<file path="src/rtl/booth_pkg.sv">
package booth_pkg;
  typedef struct packed {
    logic neg;
    logic one;
    logic two;
  } bdigit_t;

  function automatic bdigit_t booth_recode(input logic [2:0] t);
    bdigit_t d;
    d = '0;
    case (t)
      3'b001, 3'b010: d.one = 1'b1;
      3'b011:         d.two = 1'b1;
      3'b100:         begin d.two = 1'b1; d.neg = 1'b1; end
      3'b101, 3'b110: begin d.one = 1'b1; d.neg = 1'b1; end
      default:        d = '0;
    endcase
    return d;
  endfunction
endpackage

</file>
<file path="src/rtl/bit_activity.sv">
module bit_activity #(
  parameter int N = 9,
  localparam int CW = $clog2(N + 1)
) (
  input  logic [N-1:0]  v,
  output logic [CW-1:0] cnt
);
  logic [N-1:0] edges;
  assign edges[0] = v[0];
  for (genvar i = 1; i < N; i++) begin : g_edge
    assign edges[i] = v[i] ^ v[i-1];
  end
  assign cnt = CW'($countones(edges));
endmodule

</file>
<file path="src/rtl/lane_encode.sv">
module lane_encode
  import booth_pkg::*;
#(
  parameter int H = 8,
  localparam int E  = H + 1,
  localparam int ND = (E + 1) / 2,
  localparam int EW = 2 * ND,
  localparam int CW = $clog2(E + 1)
) (
  input  logic [E-1:0] x,
  input  logic [E-1:0] y,
  output logic [E-1:0] mcand,
  output bdigit_t      digits [ND],
  output logic         swapped
);
  logic [CW-1:0] act_x, act_y;
  logic [E-1:0]  enc;
  logic [EW-1:0] enc_ext;

  bit_activity #(.N(E)) u_act_x (.v(x), .cnt(act_x));
  bit_activity #(.N(E)) u_act_y (.v(y), .cnt(act_y));

  assign swapped = act_x < act_y;
  assign enc     = swapped ? x : y;
  assign mcand   = swapped ? y : x;

  if (EW > E) begin : g_ext
    assign enc_ext = {{(EW-E){enc[E-1]}}, enc};
  end else begin : g_noext
    assign enc_ext = enc;
  end

  for (genvar i = 0; i < ND; i++) begin : g_dig
    if (i == 0) begin : g_first
      assign digits[i] = booth_recode({enc_ext[1], enc_ext[0], 1'b0});
    end else begin : g_rest
      assign digits[i] = booth_recode(enc_ext[2*i+1 : 2*i-1]);
    end
  end
endmodule

</file>
<file path="src/rtl/lane_product.sv">
module lane_product
  import booth_pkg::*;
#(
  parameter int H = 8,
  localparam int E  = H + 1,
  localparam int ND = (E + 1) / 2,
  localparam int PW = 2 * E
) (
  input  logic [E-1:0]  mcand,
  input  bdigit_t       digits [ND],
  output logic [PW-1:0] prod
);
  logic [PW-1:0] mx;
  assign mx = {{E{mcand[E-1]}}, mcand};

  always_comb begin
    logic [PW-1:0] acc;
    logic [PW-1:0] pp;
    acc = '0;
    for (int i = 0; i < ND; i++) begin
      if (digits[i].two)      pp = mx << 1;
      else if (digits[i].one) pp = mx;
      else                    pp = '0;
      if (digits[i].neg) pp = -pp;
      acc = acc + (pp << (2 * i));
    end
    prod = acc;
  end
endmodule

</file>
<file path="src/rtl/booth_part_mul.sv">
module booth_part_mul
  import booth_pkg::*;
#(
  parameter int W = 16,
  localparam int H  = W / 2,
  localparam int E  = H + 1,
  localparam int ND = (E + 1) / 2,
  localparam int PW = 2 * E
) (
  input  logic           clk,
  input  logic           rst_n,
  input  logic           in_valid,
  output logic           in_ready,
  input  logic [W-1:0]   in_a,
  input  logic [W-1:0]   in_b,
  output logic           out_valid,
  input  logic           out_ready,
  output logic [2*W-1:0] out_prod,
  output logic [3:0]     out_swap
);
  logic          s1_v;
  logic          s2_take;
  logic [E-1:0]  s1_mc [4];
  bdigit_t       s1_dg [4][ND];
  logic [3:0]    s1_sw;

  logic [E-1:0]  c_mc [4];
  bdigit_t       c_dg [4][ND];
  logic [3:0]    c_sw;
  logic [PW-1:0] c_pp [4];
  logic [2*W-1:0] c_wt [4];
  logic [2*W-1:0] c_sum;

  assign s2_take  = !out_valid || out_ready;
  assign in_ready = !s1_v || s2_take;

  for (genvar k = 0; k < 4; k++) begin : g_lane
    localparam int SH = H * ((k & 1) + ((k >> 1) & 1));
    logic [E-1:0] xa, yb;
    if ((k & 1) != 0) begin : g_ahi
      assign xa = {in_a[W-1], in_a[W-1:H]};
    end else begin : g_alo
      assign xa = {1'b0, in_a[H-1:0]};
    end
    if ((k & 2) != 0) begin : g_bhi
      assign yb = {in_b[W-1], in_b[W-1:H]};
    end else begin : g_blo
      assign yb = {1'b0, in_b[H-1:0]};
    end

    lane_encode #(.H(H)) u_enc (
      .x(xa), .y(yb), .mcand(c_mc[k]), .digits(c_dg[k]), .swapped(c_sw[k])
    );

    lane_product #(.H(H)) u_pp (
      .mcand(s1_mc[k]), .digits(s1_dg[k]), .prod(c_pp[k])
    );

    assign c_wt[k] = {{(2*W-PW){c_pp[k][PW-1]}}, c_pp[k]} << SH;
  end

  assign c_sum = c_wt[0] + c_wt[1] + c_wt[2] + c_wt[3];

  always_ff @(posedge clk) begin
    if (!rst_n) begin
      s1_v      <= 1'b0;
      out_valid <= 1'b0;
    end else begin
      if (in_ready) s1_v      <= in_valid;
      if (s2_take)  out_valid <= s1_v;
    end
  end

  always_ff @(posedge clk) begin
    if (in_ready && in_valid) begin
      s1_mc <= c_mc;
      s1_dg <= c_dg;
      s1_sw <= c_sw;
    end
    if (s2_take && s1_v) begin
      out_prod <= c_sum;
      out_swap <= s1_sw;
    end
  end
endmodule

</file>
<file path="config.mk">
export PLATFORM = sky130hd
export DESIGN_NAME = booth_part_mul
export DESIGN_NICKNAME = d
export VERILOG_FILES = /design/src/rtl/booth_pkg.sv /design/src/rtl/bit_activity.sv /design/src/rtl/lane_encode.sv /design/src/rtl/lane_product.sv /design/src/rtl/booth_part_mul.sv
export SDC_FILE = /design/constraint.sdc
export NUM_CORES = 1
export LEC_CHECK = 0
export BUFFER_PORTS_ARGS = -buffer_cell sky130_fd_sc_hd__buf_2
export CORE_MARGIN = 2
export CORE_UTILIZATION = 59
export DETAILED_ROUTE_END_ITERATION = 8
export PLACE_DENSITY = 0.88
export SETUP_SLACK_MARGIN = 0.2
export SLEW_MARGIN = 20
export SYNTH_ARGS = -nofsm -noshare
export SYNTH_HDL_FRONTEND = slang
export SYNTH_SLANG_ARGS = --single-unit
</file>
<file path="constraint.sdc">
create_clock -name clk -period 8 [get_ports clk]
set_input_delay 0.4 -clock clk [delete_from_list [all_inputs] [get_ports clk]]
set_output_delay 0.4 -clock clk [all_outputs]
set_load 0.01 [all_outputs]
</file>
==> results of run 1 <==
==> how the worst min path moves through the flow <==
| stage | from | end | slack, ns | cells past startpoint |
|---|---|---|---|---|
| floorplan | s1_sw[0] | out_swap[0] | 0.40 | 0 |
| global placement | s1_sw[0] | out_swap[0] | 0.42 | 0 |
| detailed placement | s1_sw[1] | out_swap[1] | 0.41 | 0 |
| CTS | rst_n | out_valid | 0.15 | 2 |
| global route | rst_n | out_valid | 0.18 | 2 |
| finish | rst_n | out_valid | 0.16 | 2 |
==> state kept, by name, indices dropped and copies added, names as in the netlist <==
name / count
out_swap: 4
s1_mc: 34
s1_sw: 4
out_valid: 1
s1_dg: 53
out_prod: 32
s1_v: 1
==> logic make-up (layout without fill, tap and decap cells) <==
logic type	after synthesis	after routing	share of synthesized area, %
and+or+nand+nor	662	662	15.2
AOI/OAI and AO/OA	634	634	20.0
buffers and inverters	371	666	6.77
adders and majority gates	321	321	24.7
xor gates and xnor gates	256	256	10.8
DFF	129	129	18.5
muxes	78	78	3.99
other	0	1	0
==> layout make-up <==
cell class                      instances  area, um2  area share [%]
Inverter                              216        816            3.18
Sequential cell                       129       3850            15.0
Multi-Input combinational cell       1951      16700            65.0
Tap cell                              455        569            2.22
Clock buffer                           17        425            1.66
Antenna cell                            1       2.50         0.00975
Timing Repair Buffer                  418       3070            12.0
Clock inverter                         15        243           0.946
==> timing repair <==
action / in CTS / in global routing
pin swaps: 110 / 62
gates cloned: 0 / 0
buffers inserted: 47 / 19
endpoints found under the setup margin: 10 / 11
hold endpoints to repair: 0 / 0
gates resized for setup: 148 / 85
==> worst max-delay path, delay by kind of cell (launching register included) <==
family	cells	cell delay, ns
adder cells (fa/ha/maj)	8	2.66
AO/OA/AOI/OAI	13	2.61
AND/OR/NAND/NOR	9	1.32
buffers and inverters	9	0.83
flip-flops	1	0.48
XOR/XNOR	3	0.34
==> per-layer routing <==
layer  up-vias  part of all wire (%)  wire length, um  GRT usage (%)
met4         0                   4.0             2620           13.6
met2      1017                    49            32000           60.1
met5         -                     0                0              0
li1       9088                     -                -              -
met1      9516                    40            25800           43.9
met3       214                   7.5             4900           4.93
==> layout by cell type (no fill, tap or decap), drive strengths merged, types with 13 or more instances in the layout <==
master	instances
buf	418
nand2	252
inv	224
ha	172
xnor2	171
nor2	153
o21ai	150
fa	149
a21oi	145
edfxtp	127
xor2	85
nor2b	73
a22oi	68
a21o	51
mux2	39
mux2i	39
nand2b	29
o21a	24
and2	21
and3	21
nor3	21
or2	20
a211oi	20
a311oi	19
nand3	19
or3	18
clkbuf	17
o22ai	15
a22o	15
a222oi	13
o21bai	13
==> stage by stage <==
stage,utilization (%),hold slack [ns]
finish,74.1,0.161
global route,74.1,0.177
CTS,72.5,0.154
detailed placement,67.7,0.407
global placement,67.6,0.418
floorplan,-,0.400
==> Yosys cell counts, drive strengths merged, types with 22 or more instances <==
cell type / instances
nand2: 252
inv: 216
ha: 172
xnor2: 171
nor2: 153
o21ai: 150
fa: 149
a21oi: 145
clkbuf: 133
edfxtp: 127
xor2: 85
nor2b: 73
a22oi: 68
a21o: 51
mux2: 39
mux2i: 39
nand2b: 29
o21a: 24
buf: 22
==> results.json, run 1 <==
{
  "maxCapViolCount": 0,
  "io_pins": 74,
  "die_y_um": 192,
  "arrival_ns": 8.71,
  "finalHoldViolCount": 0,
  "ys_warn_count": 0,
  "cts_buffers": 17,
  "placed_area_um2": 23400,
  "crit_path_end": "out_prod[30]",
  "slowest_delay_ns": 0.52,
  "synth_ff_type": "edfxtp_1",
  "overflow": 0,
  "nets": 3090,
  "grt_max_degree": 70,
  "violations": "setup timing",
  "timing.rr.start": "s1_mc[27]",
  "rr_worst_depth": 42,
  "drt-vias-per-instance": 6.19,
  "final-setup-viol-count": 8,
  "startpoint_type": "flip-flop",
  "ctsHoldBuffers": 0,
  "crit_path_end_kind": "flip-flop",
  "rsz0062_at_grt": "yes",
  "cp_slowest_cell": "fa_1",
  "synth.top_cell.area_share_pct": 18.3,
  "path_max_fanout": 4,
  "tightest_slew_ns": 1.08,
  "cts_tree": "done",
  "syn_inst": 2451,
  "ys_ff_latch": 129,
  "vias": 19800,
  "hold_class": "primary input to flip-flop",
  "synth_area_leaders": "edfxtp_1, fa_1, ha_1",
  "fillers": 2366,
  "grt_first_pass_wirelength_mm": 101,
  "seq_area_frac_synth_pct": 18.5,
  "clk_path_buf_depth": 2,
  "cts.htree.levels": 4,
  "dr.pass1.iters": 7,
  "maxSlewViolCount": 0,
  "cts-root-buf": "clkbuf_16",
  "status": "finished with violations",
  "netlist_area_um2": 20800,
  "post-route-min-period_ns": 8.54,
  "core_area_um2": 34600,
  "place_inst": 3103,
  "fin_skew_ns": 0.0189,
  "avgSynthCellArea_um2": 8.49,
  "insertion_delay_ns": 0.46,
  "final_area_um2": 25700,
  "wl_per_cell_um": 20.4,
  "fin_crit_sh_pct": 107,
  "timing.fmax_mhz": 117,
  "start_util_pct": 60.1,
  "finalSetupTns_ns": -2.44,
  "grt_usage_pct": 34.8,
  "syn-num-nets": 2808,
  "ys_types": 73,
  "ant_nets": 0,
  "drt_iter0_markers": 1931,
  "cp_common_cell": "buf_6",
  "yosysTopAreaCell": "edfxtp_1",
  "gp_congestion": 0.979,
  "synth-async-reset-ratio_pct": 0,
  "hpwlAfterDp_mm": 47.4,
  "antenna_found_initial": 2,
  "required_ns": 8.17,
  "fin_ws_ns": -0.536,
  "die_x_um": 192,
  "die_area_um2": 36800,
  "cts_sinks": 129,
  "worstSetupPathType": "flip-flop to flip-flop",
  "synth_edf_count": 127,
  "dpl_worst_slack_ns": -0.419,
  "grt_pass1_vias": 19400,
  "fin_cells": 3202,
  "r2r-end": "out_prod[30]",
  "critPathLaunch": "s1_mc[27]",
  "slew_headroom_pct": 28.0,
  "routed_wl_mm": 65.3,
  "clkSlewWorstSetupHoldPaths_ns": 0.06,
  "rrSetupSlack_ns": -0.54,
  "layout-drive-gt1-share_pct": 26.1,
  "route.detailed.drc": 0,
  "num_rows": 68,
  "syn_to_final_growth_pct": 23.3,
  "io_buffer_count": 73
}
Power of run 1 is left out: the tool's default activity adds up to more than one toggle a clock period on the data nets, which glitch-free logic cannot reach.
==> run 2, diff against run 1 <==
--- a/config.mk
+++ b/config.mk
@@ -6,10 +6,10 @@
 export NUM_CORES = 1
 export LEC_CHECK = 0
 export BUFFER_PORTS_ARGS = -buffer_cell sky130_fd_sc_hd__buf_2
-export CORE_MARGIN = 2
-export CORE_UTILIZATION = 59
+export CORE_MARGIN = 1.5
+export CORE_UTILIZATION = 42
 export DETAILED_ROUTE_END_ITERATION = 8
-export PLACE_DENSITY = 0.88
+export PLACE_DENSITY = 0.69
 export SETUP_SLACK_MARGIN = 0.2
 export SLEW_MARGIN = 20
 export SYNTH_ARGS = -nofsm -noshare
==> run 2 against run 1 <==
Compared with the run above:
- the flow still finishes with violations (setup timing)
- global-route usage down 11 points
- final area down 1.6%
- register-to-register slack improved by 0.29 ns
- sequential share of layout area is 0.25 points higher
- hold slack about the same
- fmax increased by 3.6%
- clock skew shrank 0.0055 ns
==> results.json, run 2 (same netlist as run 1, synthesis figures left out) <==
{
  "num_rows": 81,
  "final-setup-viol-count": 5,
  "status": "finished with violations",
  "start_util_pct": 42.5,
  "route.detailed.drc": 0,
  "hpwlAfterDp_mm": 47.6,
  "overflow": 0,
  "maxCapViolCount": 0,
  "worstSetupPathType": "flip-flop to flip-flop",
  "cts_sinks": 129,
  "fin_ws_ns": -0.242,
  "path_max_fanout": 4,
  "cts_buffers": 17,
  "nets": 3071,
  "required_ns": 8.20,
  "drt_iter0_markers": 1238,
  "arrival_ns": 8.44,
  "largest_register": "s1_dg",
  "die_area_um2": 50900,
  "tightest_slew_ns": 1.06,
  "grt_pass1_vias": 18300,
  "antenna_found_initial": 1,
  "ant_nets": 0,
  "insertion_delay_ns": 0.46,
  "fin_skew_ns": 0.0134,
  "clk_path_buf_depth": 2,
  "critPathTopFamily": "adder cells",
  "cts.htree.levels": 4,
  "hold_class": "primary input to flip-flop",
  "crit_path_end_kind": "flip-flop",
  "layout-drive-gt1-share_pct": 23.3,
  "finalSetupTns_ns": -0.756,
  "clkSlewWorstSetupHoldPaths_ns": 0.06,
  "met3_usage_pct": 3.25,
  "die_x_um": 226,
  "fin_crit_sh_pct": 103,
  "cts_tree": "done",
  "dr.pass1.iters": 6,
  "maxSlewViolCount": 0,
  "mostFrequentLayoutCell": "buf_4",
  "syn_to_final_growth_pct": 21.3,
  "final_cell_mix": "buf_4, nand2_1, inv_1, xnor2_1, ha_1",
  "use_met2_pct": 39.9,
  "routed_wl_mm": 59.7,
  "gp_congestion": 0.958,
  "startpoint_type": "flip-flop",
  "use_met1_pct": 31.7,
  "cts-root-buf": "clkbuf_16",
  "io_buffer_count": 73,
  "grt_usage_pct": 23.8,
  "cp_num_buf_inv": 5,
  "post-route-min-period_ns": 8.24,
  "wl_per_cell_um": 17.6,
  "largest_register_ffs": 53,
  "cp_slowest_cell": "fa_1",
  "die_y_um": 226,
  "drt-vias-per-instance": 5.53,
  "timing.fmax_mhz": 121,
  "diodes": 0,
  "core_area_um2": 49000,
  "vias": 18700,
  "finalHoldViolCount": 0,
  "slowest_delay_ns": 0.53,
  "io_pins": 74,
  "biggestRegsByFlops": "s1_dg x53, s1_mc x34, out_prod x32",
  "slew_headroom_pct": 29.3,
  "violations": "setup timing",
  "rsz0062_at_grt": "yes",
  "grt_max_degree": 70,
  "grt_first_pass_wirelength_mm": 96.3,
  "busiest_layer": "met2"
}
run 2: timing repair:
action                                 in CTS  in global routing
gates resized for setup                    58                 75
buffers inserted                           13                 12
pin swaps                                  22                 48
hold buffers                                0                  0
setup endpoints to repair                  10                 10
endpoints found under the hold margin       0                  0
run 2: layer usage:
metal  vias to the layer above  routed length [um]
met1                      8990               26600
met3                        83                3400
li1                       9060                   -
met2                       610               28100
met4                         2                1580
met5                         -                  13
run 2: final timing paths:
kind | slack, ns | endpoint | cells after the start | from
max | -0.24 | out_prod[31] | 40 | s1_mc[28]
min | 0.16 | out_valid | 2 | rst_n
max reg2reg | -0.24 | out_prod[31] | 40 | s1_mc[28]
min reg2reg | 0.42 | out_swap[1] | 0 | s1_sw[1]
run 2: worst register-to-register path, delay by kind of cell (launching register included):
family          cells  cell delay (ns)
fa+ha+maj           8             2.71
compound gates     12             2.27
simple gates       11             1.55
xor+xnor            4             0.52
buf+inv             5             0.50
flops               1             0.43
run 2: cell type report:
cell class | instances | area [um2]
tap | 664 | 831
inverter | 216 | 813
clock buffer | 17 | 425
fill | 4505 | 23700
sequential | 129 | 3850
clock inverter | 15 | 169
multi-input combinational | 1951 | 16300
timing repair buffer | 399 | 2870
run 2: per-stage QoR:
step | cell area (um2) | setup WS [ns] | hold slack [ns] | instances | utilization [%]
2_1_floorplan | 21000 | 0.0556 | 0.400 | 2451 | -
3_3_place_gp | 23900 | -0.316 | 0.403 | 3334 | 48.8
3_5_place_dp | 23900 | -0.513 | 0.419 | 3334 | 48.8
4_1_cts | 24800 | -0.178 | 0.140 | 3379 | 50.6
5_1_grt | 25200 | -0.566 | 0.153 | 3391 | 51.6
6_report | 25200 | -0.242 | 0.161 | 3391 | 51.6
Power of run 2 is left out for the same reason.
==> run 3, diff against run 2 <==
--- a/config.mk
+++ b/config.mk
@@ -6,6 +6,7 @@
 export NUM_CORES = 1
 export LEC_CHECK = 0
 export BUFFER_PORTS_ARGS = -buffer_cell sky130_fd_sc_hd__buf_2
+export CORE_ASPECT_RATIO = 1.1
 export CORE_MARGIN = 1.5
 export CORE_UTILIZATION = 42
 export DETAILED_ROUTE_END_ITERATION = 8
==> run 3 against run 2 <==
Compared with the run above:
- the run still ends with setup timing left
- wire length up 3.2%
- global-route usage grew 0.35 points
- critical path depth shrank 5
- cell count up 0.18%
- register-to-register slack lost 0.11 ns
- non-clock buffer count rose by 15
- die area about the same
- final area grew 0.79%
==> results.json, run 3 (same netlist as run 1, synthesis figures left out) <==
{
  "hold_class": "primary input to flip-flop",
  "overflow": 0,
  "min-delay-start": "rst_n",
  "die_y_um": 236,
  "cts_tree": "done",
  "clk_path_buf_depth": 2,
  "maxSlewViolCount": 0,
  "timing.rr.start": "s1_dg[54]",
  "wl_per_cell_um": 18.1,
  "final-setup-viol-count": 5,
  "path_max_fanout": 18,
  "nets": 3086,
  "cts_buffers": 17,
  "required_ns": 8.23,
  "cp_slowest_cell": "fa_1",
  "num_rows": 85,
  "grt_max_degree": 68,
  "gp_congestion": 0.945,
  "slew_headroom_pct": 32.3,
  "insertion_delay_ns": 0.49,
  "grt_usage_pct": 24.1,
  "largest_register_ffs": 53,
  "clkSlewWorstSetupHoldPaths_ns": 0.07,
  "hold_end": "out_valid",
  "status": "finished with violations",
  "cts-root-buf": "clkbuf_16",
  "fillers": 4529,
  "hpwlAfterDp_mm": 49.5,
  "layout-drive-gt1-share_pct": 24.2,
  "grt_pass1_vias": 18500,
  "finalHoldViolCount": 0,
  "arrival_ns": 8.58,
  "die_x_um": 215,
  "syn_to_final_growth_pct": 22.3,
  "timing.fmax_mhz": 120,
  "post-route-min-period_ns": 8.35,
  "cts_sinks": 129,
  "crit_path_end_kind": "flip-flop",
  "fin_cells": 3397,
  "r2r-end": "out_prod[31]",
  "place_inst": 3333,
  "die_area_um2": 50900,
  "dr.pass1.iters": 7,
  "biggestRegsByFlops": "s1_dg x53, s1_mc x34, out_prod x32",
  "slowest_delay_ns": 0.61,
  "cp_common_cell": "fa_1",
  "fin_skew_ns": 0.0164,
  "violations": "setup timing",
  "largest_register": "s1_dg",
  "worstSetupPathType": "flip-flop to flip-flop",
  "drt-vias-per-instance": 5.54,
  "fin_ws_ns": -0.349,
  "rr_worst_depth": 35,
  "io_buffer_count": 73,
  "route.detailed.drc": 0,
  "cts.htree.levels": 4,
  "io_pins": 74,
  "fin_crit_sh_pct": 104,
  "vias": 18800,
  "core_area_um2": 48900,
  "tightest_slew_ns": 1.02,
  "grt_first_pass_wirelength_mm": 98.1,
  "rsz0062_at_grt": "yes",
  "mostFrequentLayoutCell": "buf_4",
  "startpoint_type": "flip-flop",
  "ant_nets": 0,
  "holdWs_ns": 0.139,
  "start_util_pct": 42.5,
  "drt_iter0_markers": 1546,
  "final_cell_mix": "buf_4, nand2_1, inv_1, xnor2_1, ha_1",
  "rrSetupSlack_ns": -0.35,
  "maxCapViolCount": 0,
  "routed_wl_mm": 61.6,
  "min_path_cells": 2,
  "antenna_found_initial": 4
}
run 3: area by class of cell:
class	count	area (um2)	area share, %
Timing Repair Buffer	414	2980	11.7
Antenna cell	3	7.51	0.0295
Clock buffer	17	425	1.67
Tap cell	652	816	3.21
Sequential cell	129	3850	15.1
Multi-Input combinational cell	1951	16400	64.4
Inverter	216	813	3.20
Clock inverter	15	169	0.664
run 3: per-stage QoR:
| step | instance area, um2 | util, % | setup TNS (ns) | worst slack, ns |
|---|---|---|---|---|
| floorplan | 21000 | - | 0 | 0.0556 |
| CTS | 25100 | 51.3 | -0.443 | -0.210 |
| finish | 25400 | 52.0 | -1.08 | -0.349 |
| global placement | 23900 | 48.9 | -1.80 | -0.405 |
| global route | 25400 | 52.0 | -2.73 | -0.620 |
| detailed placement | 23900 | 48.9 | -2.43 | -0.556 |
run 3: layer usage:
layer | vias up | global-route usage (%) | routed length, um | share of wire [%]
li1 | 9093 | - | - | -
met1 | 9065 | 31.3 | 26900 | 44
met4 | 0 | 8.77 | 1610 | 2.6
met2 | 569 | 41.7 | 30200 | 49
met3 | 79 | 2.41 | 2910 | 4.7
met5 | - | 0 | 0 | 0
run 3: worst max-delay path by stage:
stage | startpoint | endpoint | slack (ns)
floorplan | s1_dg[51] | out_prod[31] | 0.06
global placement | s1_dg[54] | out_prod[31] | -0.41
detailed placement | s1_dg[54] | out_prod[31] | -0.56
CTS | s1_mc[18] | out_prod[31] | -0.21
global route | s1_dg[54] | out_prod[31] | -0.62
finish | s1_dg[54] | out_prod[31] | -0.35
run 3: critical path, delay by kind of cell (launching register included):
| family | cells | cell delay [ns] |
|---|---|---|
| and+or+nand+nor | 4 | 0.85 |
| adders and majority gates | 7 | 2.95 |
| xor gates and xnor gates | 4 | 0.56 |
| DFF | 1 | 0.51 |
| AOI/OAI and AO/OA | 15 | 2.76 |
| buffers and inverters | 5 | 0.42 |
run 3: timing repair:
item | CTS | global route
pin swaps | 69 | 31
hold buffers | 0 | 0
buffers inserted | 20 | 9
cloned | 0 | 0
endpoints found under the setup margin | 10 | 10
resized for setup | 81 | 66
Power of run 3 is left out for the same reason.
